<file path="src/rtl/asram_pkg.sv">
package asram_pkg;

  typedef enum logic [2:0] {
    PH_IDLE     = 3'd0,
    PH_RD_ACC   = 3'd1,
    PH_RD_REL   = 3'd2,
    PH_WR_LEAD  = 3'd3,
    PH_WR_PULSE = 3'd4,
    PH_WR_HOLD  = 3'd5
  } phase_t;

  // cycles covering a time in ns at a clock period in ps, rounded up
  function automatic int ns_to_cyc(input int ns, input int period_ps);
    return (ns * 1000 + period_ps - 1) / period_ps;
  endfunction

  function automatic int imax(input int a, input int b);
    return (a > b) ? a : b;
  endfunction

  function automatic int rd_acc_cycles(input int aa_ns, input int rc_ns, input int p_ps);
    return imax(1, imax(ns_to_cyc(aa_ns, p_ps), ns_to_cyc(rc_ns, p_ps)));
  endfunction

  function automatic int rel_cycles(input int oez_ns, input int p_ps);
    return imax(1, ns_to_cyc(oez_ns, p_ps));
  endfunction

  function automatic int lead_cycles(input int oeh_ns, input int p_ps);
    return imax(1, ns_to_cyc(oeh_ns, p_ps));
  endfunction

  function automatic int pulse_cycles(input int pwe_ns, input int ds_ns, input int aw_ns,
                                      input int wc_ns, input int lead, input int p_ps);
    int r;
    r = imax(1, ns_to_cyc(pwe_ns, p_ps));
    r = imax(r, ns_to_cyc(ds_ns, p_ps));
    r = imax(r, ns_to_cyc(aw_ns, p_ps) - lead);
    r = imax(r, ns_to_cyc(wc_ns, p_ps) - lead - 1);
    return r;
  endfunction

endpackage

</file>
<file path="src/rtl/asram_timer.sv">
module asram_timer #(
  parameter int CW = 4
) (
  input  logic          clk,
  input  logic          rst_n,
  input  logic          load,
  input  logic [CW-1:0] load_val,
  output logic          expired
);

  logic [CW-1:0] cnt;

  always_ff @(posedge clk) begin
    if (!rst_n)            cnt <= '0;
    else if (load)         cnt <= load_val - 1'b1;
    else if (cnt != '0)    cnt <= cnt - 1'b1;
  end

  assign expired = (cnt == '0);

  // R3 R5 a phase length of zero would collapse a timing minimum
  load_nonzero_chk: assert property (@(posedge clk) disable iff (!rst_n)
    load |-> (load_val != '0));

endmodule

</file>
<file path="src/rtl/asram_seq.sv">
module asram_seq
  import asram_pkg::*;
#(
  parameter int CLK_PERIOD_PS = 10000,
  parameter int LANES         = 2,
  parameter int T_AA_NS       = 10,
  parameter int T_RC_NS       = 10,
  parameter int T_OEZ_NS      = 4,
  parameter int T_OEH_NS      = 4,
  parameter int T_PWE_NS      = 8,
  parameter int T_DS_NS       = 6,
  parameter int T_AW_NS       = 8,
  parameter int T_WC_NS       = 10
) (
  input  logic             clk,
  input  logic             rst_n,
  input  logic             req,
  input  logic             is_write,
  input  logic [LANES-1:0] mask,
  output logic             ready,
  output logic             accept,
  output logic             capture,
  output logic             busy,
  output logic             sel_n,
  output logic             rd_n,
  output logic             wr_n,
  output logic [LANES-1:0] lane_n,
  output logic             dq_drive
);

  localparam int ACC   = rd_acc_cycles(T_AA_NS, T_RC_NS, CLK_PERIOD_PS);
  localparam int REL   = rel_cycles(T_OEZ_NS, CLK_PERIOD_PS);
  localparam int LEAD  = lead_cycles(T_OEH_NS, CLK_PERIOD_PS);
  localparam int PULSE = pulse_cycles(T_PWE_NS, T_DS_NS, T_AW_NS, T_WC_NS, LEAD, CLK_PERIOD_PS);
  localparam int MAXC  = imax(imax(ACC, REL), imax(LEAD, PULSE));
  localparam int CW    = $clog2(MAXC + 1);

  phase_t        phase, nxt;
  logic          tm_load, tm_expired;
  logic [CW-1:0] tm_val;

  asram_timer #(.CW(CW)) u_timer (
    .clk      (clk),
    .rst_n    (rst_n),
    .load     (tm_load),
    .load_val (tm_val),
    .expired  (tm_expired)
  );

  assign ready   = (phase == PH_IDLE);
  assign accept  = ready && req;
  assign capture = (phase == PH_RD_ACC) && tm_expired;
  assign busy    = !sel_n;

  always_comb begin
    nxt     = phase;
    tm_load = 1'b0;
    tm_val  = '0;
    unique case (phase)
      PH_IDLE: if (req) begin
        tm_load = 1'b1;
        if (is_write) begin nxt = PH_WR_LEAD; tm_val = CW'(LEAD); end
        else          begin nxt = PH_RD_ACC;  tm_val = CW'(ACC);  end
      end
      PH_RD_ACC: if (tm_expired) begin
        nxt = PH_RD_REL; tm_load = 1'b1; tm_val = CW'(REL);
      end
      PH_RD_REL:  if (tm_expired) nxt = PH_IDLE;
      PH_WR_LEAD: if (tm_expired) begin
        nxt = PH_WR_PULSE; tm_load = 1'b1; tm_val = CW'(PULSE);
      end
      PH_WR_PULSE: if (tm_expired) begin
        nxt = PH_WR_HOLD; tm_load = 1'b1; tm_val = CW'(1);
      end
      PH_WR_HOLD: if (tm_expired) nxt = PH_IDLE;
      default: nxt = PH_IDLE;
    endcase
  end

  // pins are registered from the next phase so they align with it
  always_ff @(posedge clk) begin
    if (!rst_n) begin
      phase    <= PH_IDLE;
      sel_n    <= 1'b1;
      rd_n     <= 1'b1;
      wr_n     <= 1'b1;
      dq_drive <= 1'b0;
      lane_n   <= '1;
    end else begin
      phase    <= nxt;
      sel_n    <= (nxt == PH_IDLE);
      rd_n     <= (nxt != PH_RD_ACC);
      wr_n     <= (nxt != PH_WR_PULSE);
      dq_drive <= (nxt == PH_WR_PULSE) || (nxt == PH_WR_HOLD);
      if (accept)              lane_n <= ~mask;
      else if (nxt == PH_IDLE) lane_n <= '1;
    end
  end

  // R6 output enable and write strobe are never low together
  rd_wr_excl_chk: assert property (@(posedge clk) disable iff (!rst_n)
    !wr_n |-> rd_n);

  // R7 host driver never fights an enabled RAM output
  drive_contention_chk: assert property (@(posedge clk) disable iff (!rst_n)
    dq_drive |-> rd_n);

  // R7 data still driven in the cycle after the write strobe rises
  drive_hold_chk: assert property (@(posedge clk) disable iff (!rst_n)
    $rose(wr_n) |-> dq_drive);

  // R2 ready only while the RAM is deselected
  ready_idle_chk: assert property (@(posedge clk) disable iff (!rst_n)
    ready |-> (sel_n && rd_n && wr_n));

  // R8 lane strobes stay put during an access
  lane_stable_chk: assert property (@(posedge clk) disable iff (!rst_n)
    (!sel_n && $past(!sel_n)) |-> $stable(lane_n));

endmodule

</file>
<file path="src/rtl/asram_datapath.sv">
module asram_datapath #(
  parameter int ADDR_W = 18,
  parameter int LANES  = 2,
  parameter int LANE_W = 8,
  localparam int DATA_W = LANES * LANE_W
) (
  input  logic              clk,
  input  logic              rst_n,
  input  logic              accept,
  input  logic              busy,
  input  logic              capture,
  input  logic [ADDR_W-1:0] addr_in,
  input  logic [DATA_W-1:0] wdata_in,
  input  logic [LANES-1:0]  mask_in,
  input  logic [DATA_W-1:0] dq_in,
  output logic [ADDR_W-1:0] ram_addr,
  output logic [DATA_W-1:0] dq_out,
  output logic [DATA_W-1:0] rdata,
  output logic              rvalid
);

  logic [ADDR_W-1:0] addr_q;
  logic [DATA_W-1:0] wdata_q, rdata_q, lane_bits;
  logic [LANES-1:0]  mask_q;
  logic              rvalid_q;

  for (genvar g = 0; g < LANES; g++) begin : g_lane
    assign lane_bits[g*LANE_W +: LANE_W] = {LANE_W{mask_q[g]}};
  end

  always_ff @(posedge clk) begin
    if (!rst_n) begin
      addr_q   <= '0;
      wdata_q  <= '0;
      mask_q   <= '0;
      rdata_q  <= '0;
      rvalid_q <= 1'b0;
    end else begin
      if (accept) begin
        addr_q  <= addr_in;
        wdata_q <= wdata_in;
        mask_q  <= mask_in;
      end
      if (capture) rdata_q <= dq_in & lane_bits;
      rvalid_q <= capture;
    end
  end

  assign ram_addr = addr_q;
  assign dq_out   = wdata_q;
  assign rdata    = rdata_q;
  assign rvalid   = rvalid_q;

  // R8 address held for the whole access
  addr_stable_chk: assert property (@(posedge clk) disable iff (!rst_n)
    (busy && $past(busy)) |-> $stable(addr_q));

  // R3 read valid is a single-cycle pulse
  rvalid_pulse_chk: assert property (@(posedge clk) disable iff (!rst_n)
    rvalid_q |=> !rvalid_q);

endmodule

</file>
<file path="src/rtl/asram_ctrl.sv">
module asram_ctrl #(
  parameter int CLK_PERIOD_PS = 10000,
  parameter int ADDR_W        = 18,
  parameter int LANES         = 2,
  parameter int LANE_W        = 8,
  parameter int T_AA_NS       = 10,
  parameter int T_RC_NS       = 10,
  parameter int T_OEZ_NS      = 4,
  parameter int T_OEH_NS      = 4,
  parameter int T_PWE_NS      = 8,
  parameter int T_DS_NS       = 6,
  parameter int T_AW_NS       = 8,
  parameter int T_WC_NS       = 10,
  localparam int DATA_W       = LANES * LANE_W
) (
  input  logic              clk,
  input  logic              rst_n,
  input  logic              host_req,
  output logic              host_ready,
  input  logic              host_we,
  input  logic [ADDR_W-1:0] host_addr,
  input  logic [DATA_W-1:0] host_wdata,
  input  logic [LANES-1:0]  host_mask,
  output logic [DATA_W-1:0] host_rdata,
  output logic              host_rvalid,
  output logic [ADDR_W-1:0] ram_addr,
  output logic              ram_sel_n,
  output logic              ram_read_n,
  output logic              ram_write_n,
  output logic [LANES-1:0]  ram_lane_n,
  output logic [DATA_W-1:0] ram_dq_out,
  output logic              ram_dq_drive,
  input  logic [DATA_W-1:0] ram_dq_in
);

  logic accept, capture, busy;

  asram_seq #(
    .CLK_PERIOD_PS (CLK_PERIOD_PS), .LANES (LANES),
    .T_AA_NS (T_AA_NS), .T_RC_NS (T_RC_NS), .T_OEZ_NS (T_OEZ_NS),
    .T_OEH_NS (T_OEH_NS), .T_PWE_NS (T_PWE_NS), .T_DS_NS (T_DS_NS),
    .T_AW_NS (T_AW_NS), .T_WC_NS (T_WC_NS)
  ) u_seq (
    .clk      (clk),
    .rst_n    (rst_n),
    .req      (host_req),
    .is_write (host_we),
    .mask     (host_mask),
    .ready    (host_ready),
    .accept   (accept),
    .capture  (capture),
    .busy     (busy),
    .sel_n    (ram_sel_n),
    .rd_n     (ram_read_n),
    .wr_n     (ram_write_n),
    .lane_n   (ram_lane_n),
    .dq_drive (ram_dq_drive)
  );

  asram_datapath #(.ADDR_W(ADDR_W), .LANES(LANES), .LANE_W(LANE_W)) u_dp (
    .clk      (clk),
    .rst_n    (rst_n),
    .accept   (accept),
    .busy     (busy),
    .capture  (capture),
    .addr_in  (host_addr),
    .wdata_in (host_wdata),
    .mask_in  (host_mask),
    .dq_in    (ram_dq_in),
    .ram_addr (ram_addr),
    .dq_out   (ram_dq_out),
    .rdata    (host_rdata),
    .rvalid   (host_rvalid)
  );

endmodule

</file>
<file path="config.mk">
export PLATFORM = sky130hd
export DESIGN_NAME = asram_ctrl
export DESIGN_NICKNAME = d
export VERILOG_FILES = /design/src/rtl/asram_pkg.sv /design/src/rtl/asram_timer.sv /design/src/rtl/asram_seq.sv /design/src/rtl/asram_datapath.sv /design/src/rtl/asram_ctrl.sv
export SDC_FILE = /design/constraint.sdc
export NUM_CORES = 1
export LEC_CHECK = 0
export ABC_CLOCK_PERIOD_IN_PS = 1900
export BUFFER_PORTS_ARGS = -buffer_cell sky130_fd_sc_hd__buf_4
export CORE_AREA = 5 5 95 97
export DETAILED_ROUTE_END_ITERATION = 10
export DIE_AREA = 0 0 100 102
export PLACE_DENSITY_LB_ADDON = 0.2
export SYNTH_ARGS = -nofsm -noshare
export SYNTH_HDL_FRONTEND = slang
export SYNTH_SLANG_ARGS = --single-unit
</file>
<file path="constraint.sdc">
create_clock -name clk -period 1.9 [get_ports clk]
set_input_delay 0.095 -clock clk [delete_from_list [all_inputs] [get_ports clk]]
set_output_delay 0.095 -clock clk [all_outputs]
set_load 0.005 [all_outputs]
</file>
==> results of run 1 <==
-- power groups by stage --
stage | registers [mW] | logic (mW) | clock network (mW)
finish | 1.44 | 0.562 | 1.42
global route | 1.45 | 0.624 | 1.52
CTS | 1.44 | 0.570 | 1.46
detailed placement | 1.47 | 0.492 | 0
global placement | 1.47 | 0.491 | 0
floorplan | 1.47 | 0.238 | 0
-- routing by layer --
layer  up-vias  wire (µm)  GRT usage, %
met4         0        107         5.907
met2        93       3171         22.99
li1       1163          -             -
met3        12        635         4.642
met1       996       2946         15.84
met5         -          0             0
-- layout by cell type, fill, tap and decap left out, types with 2 or more instances in the layout --
| cell type | synthesis | routed |
|---|---|---|
| sky130_fd_sc_hd__nor2b_1 | 2 | 2 |
| sky130_fd_sc_hd__clkinv_2 | 0 | 2 |
| sky130_fd_sc_hd__and2_1 | 3 | 3 |
| sky130_fd_sc_hd__a21oi_1 | 3 | 3 |
| sky130_fd_sc_hd__dfxtp_1 | 63 | 63 |
| sky130_fd_sc_hd__a32oi_1 | 3 | 3 |
| sky130_fd_sc_hd__a21boi_0 | 8 | 8 |
| sky130_fd_sc_hd__clkbuf_8 | 0 | 10 |
| sky130_fd_sc_hd__nand2b_1 | 7 | 7 |
| sky130_fd_sc_hd__inv_1 | 3 | 3 |
| sky130_fd_sc_hd__bufinv_16 | 0 | 3 |
| sky130_fd_sc_hd__a22o_1 | 17 | 17 |
| sky130_fd_sc_hd__a21boi_1 | 30 | 30 |
| sky130_fd_sc_hd__nand2_1 | 78 | 78 |
| sky130_fd_sc_hd__dlygate4sd3_1 | 0 | 46 |
| sky130_fd_sc_hd__o31a_1 | 2 | 2 |
| sky130_fd_sc_hd__buf_4 | 1 | 119 |
| sky130_fd_sc_hd__nor2_1 | 3 | 3 |
-- kinds of logic (layout without fill, tap and decap cells) --
logic type	Yosys count	after routing	synth area share (%)
compound gates	67	67	22.06
simple gates	99	99	18.57
other cells	1	1	0.1586
mux	1	1	0.4233
flops	63	63	53.33
buf+inv	21	185	5.450
-- worst max-delay path, cell delays in order, from the launching register on --
cell                       delay, ps
sky130_fd_sc_hd__dfxtp_1         510
sky130_fd_sc_hd__nand2b_4        210
sky130_fd_sc_hd__o31a_1          540
sky130_fd_sc_hd__a22o_1          250
-- registers in the layout, summed over array words and instances (netlist names) --
name	cells
u_seq.lane_n	2
u_dp.ram_addr	18
u_seq.rd_n	1
u_dp.rvalid	1
u_dp.rdata	16
u_seq.sel_n	1
u_seq.phase	3
u_dp.mask_q	2
u_dp.dq_out	16
u_seq.dq_drive	1
u_seq.wr_n	1
u_seq.u_timer.cnt	1
-- final timing paths --
check | endpoint | slack (ps) | depth (start not counted)
setup / recovery | u_dp.rdata[4] | 320 | 3
hold / removal | u_dp.ram_addr[13] | 20 | 3
setup reg to reg | u_dp.rdata[4] | 320 | 3
hold reg to reg | u_dp.mask_q[0] | 450 | 2
-- layout make-up --
cell class	instances	area share (%)
clock inverter	6	2.692
sequential	63	31.55
tap	105	3.286
clock buffer	10	3.443
timing repair buffer	166	34.37
inverter	3	0.2817
multi-input combinational	168	24.38
-- metrics by stage --
step	worst slack (ps)	instance area [µm²]
floorplan	564.3	2365
global placement	388.9	3292
detailed placement	355.0	3292
CTS	317.4	3998
global route	109.2	3998
finish	320.8	3998
==> flow_metrics.py, run 1 <==
metrics = {
    "status": {
        "status": "completed",
    },
    "finish": {
        "final-instance-count-excl-fill": 521,
        "seq_area_mm2": 0.001261,
        "postLayoutCoreUtil_pct": 49.65,
        "multiInputGateArea_um2": 974.7,
        "final_nets": 467,
        "area_growth_pct": 69.05,
        "fill_cell_instance_count_of_the_final_layout": 737,
        "diodes": 0,
        "drive_gt1_share_pct": 33.41,
    },
    "drt": {
        "vias_per_cell": 4.345,
        "detail_route.drc_violations": 0,
        "ant_nets": 0,
        "routed-via-count": 2264,
        "dr.first_iter.drc_count": 54,
        "route.detailed.wl_per_inst_um": 13.17,
        "routed_wirelength_mm": 6.860,
        "detail_route.first_pass.iterations": 4,
    },
    "clocking": {
        "post-cts-setup-buffers": 0,
        "cts_tree": "yes",
        "cts_buffers": 9,
        "cts_hold_buf": 46,
        "clock_path_buffers": 2,
        "tritoncts_num_sinks": 63,
        "cts_resized": 0,
        "cts_root_buf": "sky130_fd_sc_hd__clkbuf_8",
        "worstSkewPairLatency_ps": 330,
        "cts.reportedPaths.clkPinSlew_ps": 70,
        "cts_htree_levels": 3,
    },
    "floorplan": {
        "floorplan.initialDensity_pct": 29.37,
        "die_area_mm2": 0.01020,
        "die_x_um": 100,
        "io_pins": 114,
        "die-height_um": 102,
        "rows": 33,
        "core_area_mm2": 0.008051,
    },
    "setup_path": {
        "cp.required_ps": 2170,
        "path_type_of_the_worst_setup_path": "register to register",
        "worst_r2r_startpoint": "u_seq.phase[2]",
        "endpoint_type_of_the_worst_setup_path": "register",
        "crit_path_start_kind": "register",
        "crit_path_start": "u_seq.phase[2]",
        "worstPathMaxFanout": 16,
        "timing.critical_path.arrival_ps": 1850,
    },
    "pwr": {
        "p_leak_nw": 1.785,
        "power_share_of_the_sequential_group_pct": 42.1,
        "p_sw_uw": 802.3,
        "powerDensity_mw_per_mm2": 857.1,
        "cell_internal_pwr_mw": 2.624,
        "totalPowerFinal_mw": 3.426,
        "power_frac_comb_pct": 16.4,
        "power_frac_clock_pct": 41.5,
        "largest_voltage_drop_on_the_vdd_net_uv": 494.2,
        "power.share.switching_pct": 23.42,
    },
    "yosys": {
        "syn-mean-instance-area_um2": 9.384,
        "synth.top_cells.by_area": "sky130_fd_sc_hd__dfxtp_1, sky130_fd_sc_hd__nand2_1, sky130_fd_sc_hd__a21boi_1",
        "synth.cells.most_frequent": "sky130_fd_sc_hd__nand2_1, sky130_fd_sc_hd__dfxtp_1, sky130_fd_sc_hd__a21boi_1, sky130_fd_sc_hd__a22o_1, sky130_fd_sc_hd__a21boi_0",
        "ys_dominant_reg_cell": "sky130_fd_sc_hd__dfxtp_1",
        "synth-edff-count": 0,
        "ffs_w_async_s_r_synth_pct": 0,
        "synth.largest_area_cell": "sky130_fd_sc_hd__dfxtp_1",
        "seq_area_frac_synth_pct": 53.33,
        "count_of_yosys_warnings_during_synthesis": 0,
        "yosys.cell_types.count": 29,
        "flip_flop_and_latch_count_after_synthesis": 63,
        "synthesis.instances": 252,
        "post-synth-top-count-cell": "sky130_fd_sc_hd__nand2_1",
        "synthDominantCellAreaShare_pct": 53.33,
        "synthesis.area_mm2": 0.002365,
        "syn_nets": 308,
    },
    "sta": {
        "max_freq_ghz": 0.6332,
        "worst_slew_pin_slew_ps": 648.3,
        "finalCriticalPeriod_ps": 1579,
        "total_negative_setup_slacks_ps": 0,
        "slew_headroom_pct": 56.78,
        "final_min_period_over_clock_period_pct": 83.12,
        "setup_repair_after_global_routing_missed_its_margin": "false",
        "hold_viol_final": 0,
        "setup_violations": 0,
        "worst_clock_skew_ps": 5.758,
        "hold_ws_ps": 18.80,
        "slew_violations": 0,
    },
    "global_routing": {
        "antenna_violations_before_repair": 0,
        "grt_max_degree": 39,
        "grt_pass1_vias": 2328,
        "global_route.usage.total_pct": 13.64,
        "global_route_wire_length_before_repair_mm": 11.05,
        "globalRouteOverflowTotal": 0,
    },
    "worst_hold_path": {
        "hp-start": "host_addr[13]",
        "holdCritPathClass": "input port to register",
    },
    "placed_design": {
        "gpl.final_weighted_congestion": 0.7333,
        "dp.cells": 459,
        "buffer_ports.inserted": 113,
        "dpl.hpwl_mm": 4.637,
    },
    "flow_run": {
        "max_cap_viol_count": 0,
    },
}
No activity file was read; power rests on OpenSTA's default activity.
==> run 2, diff against run 1 <==
--- a/config.mk
+++ b/config.mk
@@ -5,7 +5,7 @@
 export SDC_FILE = /design/constraint.sdc
 export NUM_CORES = 1
 export LEC_CHECK = 0
-export ABC_CLOCK_PERIOD_IN_PS = 1900
+export ABC_CLOCK_PERIOD_IN_PS = 1600
 export BUFFER_PORTS_ARGS = -buffer_cell sky130_fd_sc_hd__buf_4
 export CORE_AREA = 5 5 95 97
 export DETAILED_ROUTE_END_ITERATION = 10
==> constraint.sdc (replaced) <==
create_clock -name clk -period 1.6 [get_ports clk]
set_input_delay 0.08 -clock clk [delete_from_list [all_inputs] [get_ports clk]]
set_output_delay 0.08 -clock clk [all_outputs]
set_load 0.005 [all_outputs]
==> run 2 against run 1 <==
Compared with the run above: count of clock-buffer cells in the layout down 1; critical path depth up 2; power up 14%; critical endpoint is now u_seq.rd_n.
==> flow_metrics.py, run 2 (same netlist as run 1, synthesis figures left out) <==
metrics = {
    "status": {
        "status": "completed",
    },
    "placed_design": {
        "gpl.final_weighted_congestion": 0.8117,
        "dp.cells": 461,
        "dpl.hpwl_mm": 4.570,
        "buffer_ports.inserted": 113,
    },
    "global_routing": {
        "globalRouteOverflowTotal": 0,
        "grt_max_degree": 42,
        "grt_pass1_vias": 2362,
        "global_route_wire_length_before_repair_mm": 11.11,
        "global_route.usage.total_pct": 13.71,
        "antenna_violations_before_repair": 0,
    },
    "sta": {
        "hold_ws_ps": 12.18,
        "slew_violations": 0,
        "setup_repair_after_global_routing_missed_its_margin": "false",
        "total_negative_setup_slacks_ps": 0,
        "finalCriticalPeriod_ps": 1413,
        "worst_clock_skew_ps": 4.920,
        "final_min_period_over_clock_period_pct": 88.33,
        "setup_violations": 0,
        "max_freq_ghz": 0.7076,
        "hold_viol_final": 0,
    },
    "finish": {
        "layout.cells.most_common_list": "sky130_fd_sc_hd__buf_4, sky130_fd_sc_hd__nand2_1, sky130_fd_sc_hd__dfxtp_1",
        "area_growth_pct": 70.95,
        "final-instance-count-excl-fill": 528,
        "drive_gt1_share_pct": 34.04,
        "postLayoutCoreUtil_pct": 50.21,
        "diodes": 0,
        "seq_area_mm2": 0.001262,
        "final_nets": 474,
        "multiInputGateArea_um2": 977.2,
        "number_of_flip_flops_under_the_largest_register_name": 18,
        "fill_cell_instance_count_of_the_final_layout": 715,
        "most_frequent_standard_cell_in_the_layout_excluding_fill_and_tap_cells": "sky130_fd_sc_hd__buf_4",
    },
    "pwr": {
        "totalPowerFinal_mw": 3.918,
        "p_leak_nw": 1.800,
        "largest_voltage_drop_on_the_vdd_net_uv": 380.3,
        "powerDensity_mw_per_mm2": 969.2,
    },
    "clocking": {
        "cts_tree": "yes",
        "cts_buffers": 9,
        "cts_htree_levels": 3,
        "cts_root_buf": "sky130_fd_sc_hd__clkbuf_8",
        "clock_path_buffers": 2,
        "cts.reportedPaths.clkPinSlew_ps": 70,
        "post-cts-setup-buffers": 0,
        "tritoncts_num_sinks": 63,
        "worstSkewPairLatency_ps": 330,
    },
    "drt": {
        "detail_route.first_pass.iterations": 4,
        "detail_route.drc_violations": 0,
        "routed_wirelength_mm": 6.864,
        "vias_per_cell": 4.381,
        "dr.first_iter.drc_count": 50,
        "route.detailed.wl_per_inst_um": 13.00,
        "routed-via-count": 2313,
        "ant_nets": 0,
    },
    "setup_path": {
        "timing.critical_path.max_delay_family": "flip-flops",
        "cp_cell_sequence": "buf_4, nand2b_1, nand2b_1, a211oi_1, nand2_1",
        "crit_path_start_kind": "register",
        "path_type_of_the_worst_setup_path": "register to register",
        "critPathMostFrequentCell": "sky130_fd_sc_hd__nand2b_1",
        "cp.required_ps": 1820,
        "master_of_the_slowest_instance_on_the_critical_path": "sky130_fd_sc_hd__dfxtp_1",
        "critPathMaxStageDelay_ps": 470,
        "timing.critical_path.arrival_ps": 1640,
        "worstPathMaxFanout": 11,
        "endpoint_type_of_the_worst_setup_path": "register",
        "critPathBufInv": 1,
    },
    "floorplan": {
        "die_area_mm2": 0.01020,
        "floorplan.initialDensity_pct": 29.37,
        "die-height_um": 102,
        "rows": 33,
        "io_pins": 114,
        "die_x_um": 100,
        "core_area_mm2": 0.008051,
    },
    "flow_run": {
        "max_cap_viol_count": 0,
    },
    "worst_hold_path": {
        "holdCritPathClass": "input port to register",
    },
}
-- run 2: path summary, 6_finish.rpt --
path	from	to	slack, ps	cells after the start
setup / recovery	u_seq.phase[1]	u_seq.rd_n	190	5
setup reg to reg	u_seq.phase[1]	u_seq.rd_n	190	5
hold / removal	host_wdata[5]	u_dp.dq_out[5]	10	3
hold reg to reg	u_dp.mask_q[0]	u_dp.mask_q[0]	450	2
-- run 2: worst reg2reg max path: stages (launching register included) --
cell	delay [ps]
sky130_fd_sc_hd__dfxtp_1	470
sky130_fd_sc_hd__buf_4	220
sky130_fd_sc_hd__nand2b_1	180
sky130_fd_sc_hd__nand2b_1	80
sky130_fd_sc_hd__a211oi_1	270
sky130_fd_sc_hd__nand2_1	80
-- run 2: per-stage QoR --
step | worst slack [ps] | area (µm²)
after detailed placement | 87.89 | 3307
final | 186.7 | 4043
after CTS | 53.74 | 4039
after global routing | 66.90 | 4043
after floorplan | 264.3 | 2365
after global placement | 111.7 | 3307
-- run 2: report_power, final --
part	total, mW	switching [mW]	leakage [nW]	internal (mW)
registers	1.72	0.0577	0.515	1.66
logic	0.684	0.285	1.18	0.399
clock network	1.52	0.637	0.105	0.878
total	3.92	0.980	1.80	2.94
-- run 2: per-layer routing --
layer | GRT usage, % | share of wire, % | vias up
met2 | 21.86 | 45 | 85
li1 | - | - | 1183
met4 | 5.907 | 0.83 | 0
met5 | 0 | 0 | -
met3 | 5.529 | 9.8 | 9
met1 | 16.42 | 44 | 1036
-- run 2: final cells by class --
| class | count | area share (%) |
|---|---|---|
| multi-input cells | 168 | 24.17 |
| repair buffers | 173 | 35.59 |
| inverters | 3 | 0.2786 |
| clock buffers | 9 | 3.064 |
| clock inverters | 7 | 2.414 |
| well taps | 105 | 3.250 |
| flip-flops and latches | 63 | 31.23 |
-- run 2: timing repair --
item	in CTS	in global routing
endpoints found under the hold margin	53	0
gates resized for setup	0	3
hold buffers	51	0
setup endpoints to repair	0	40
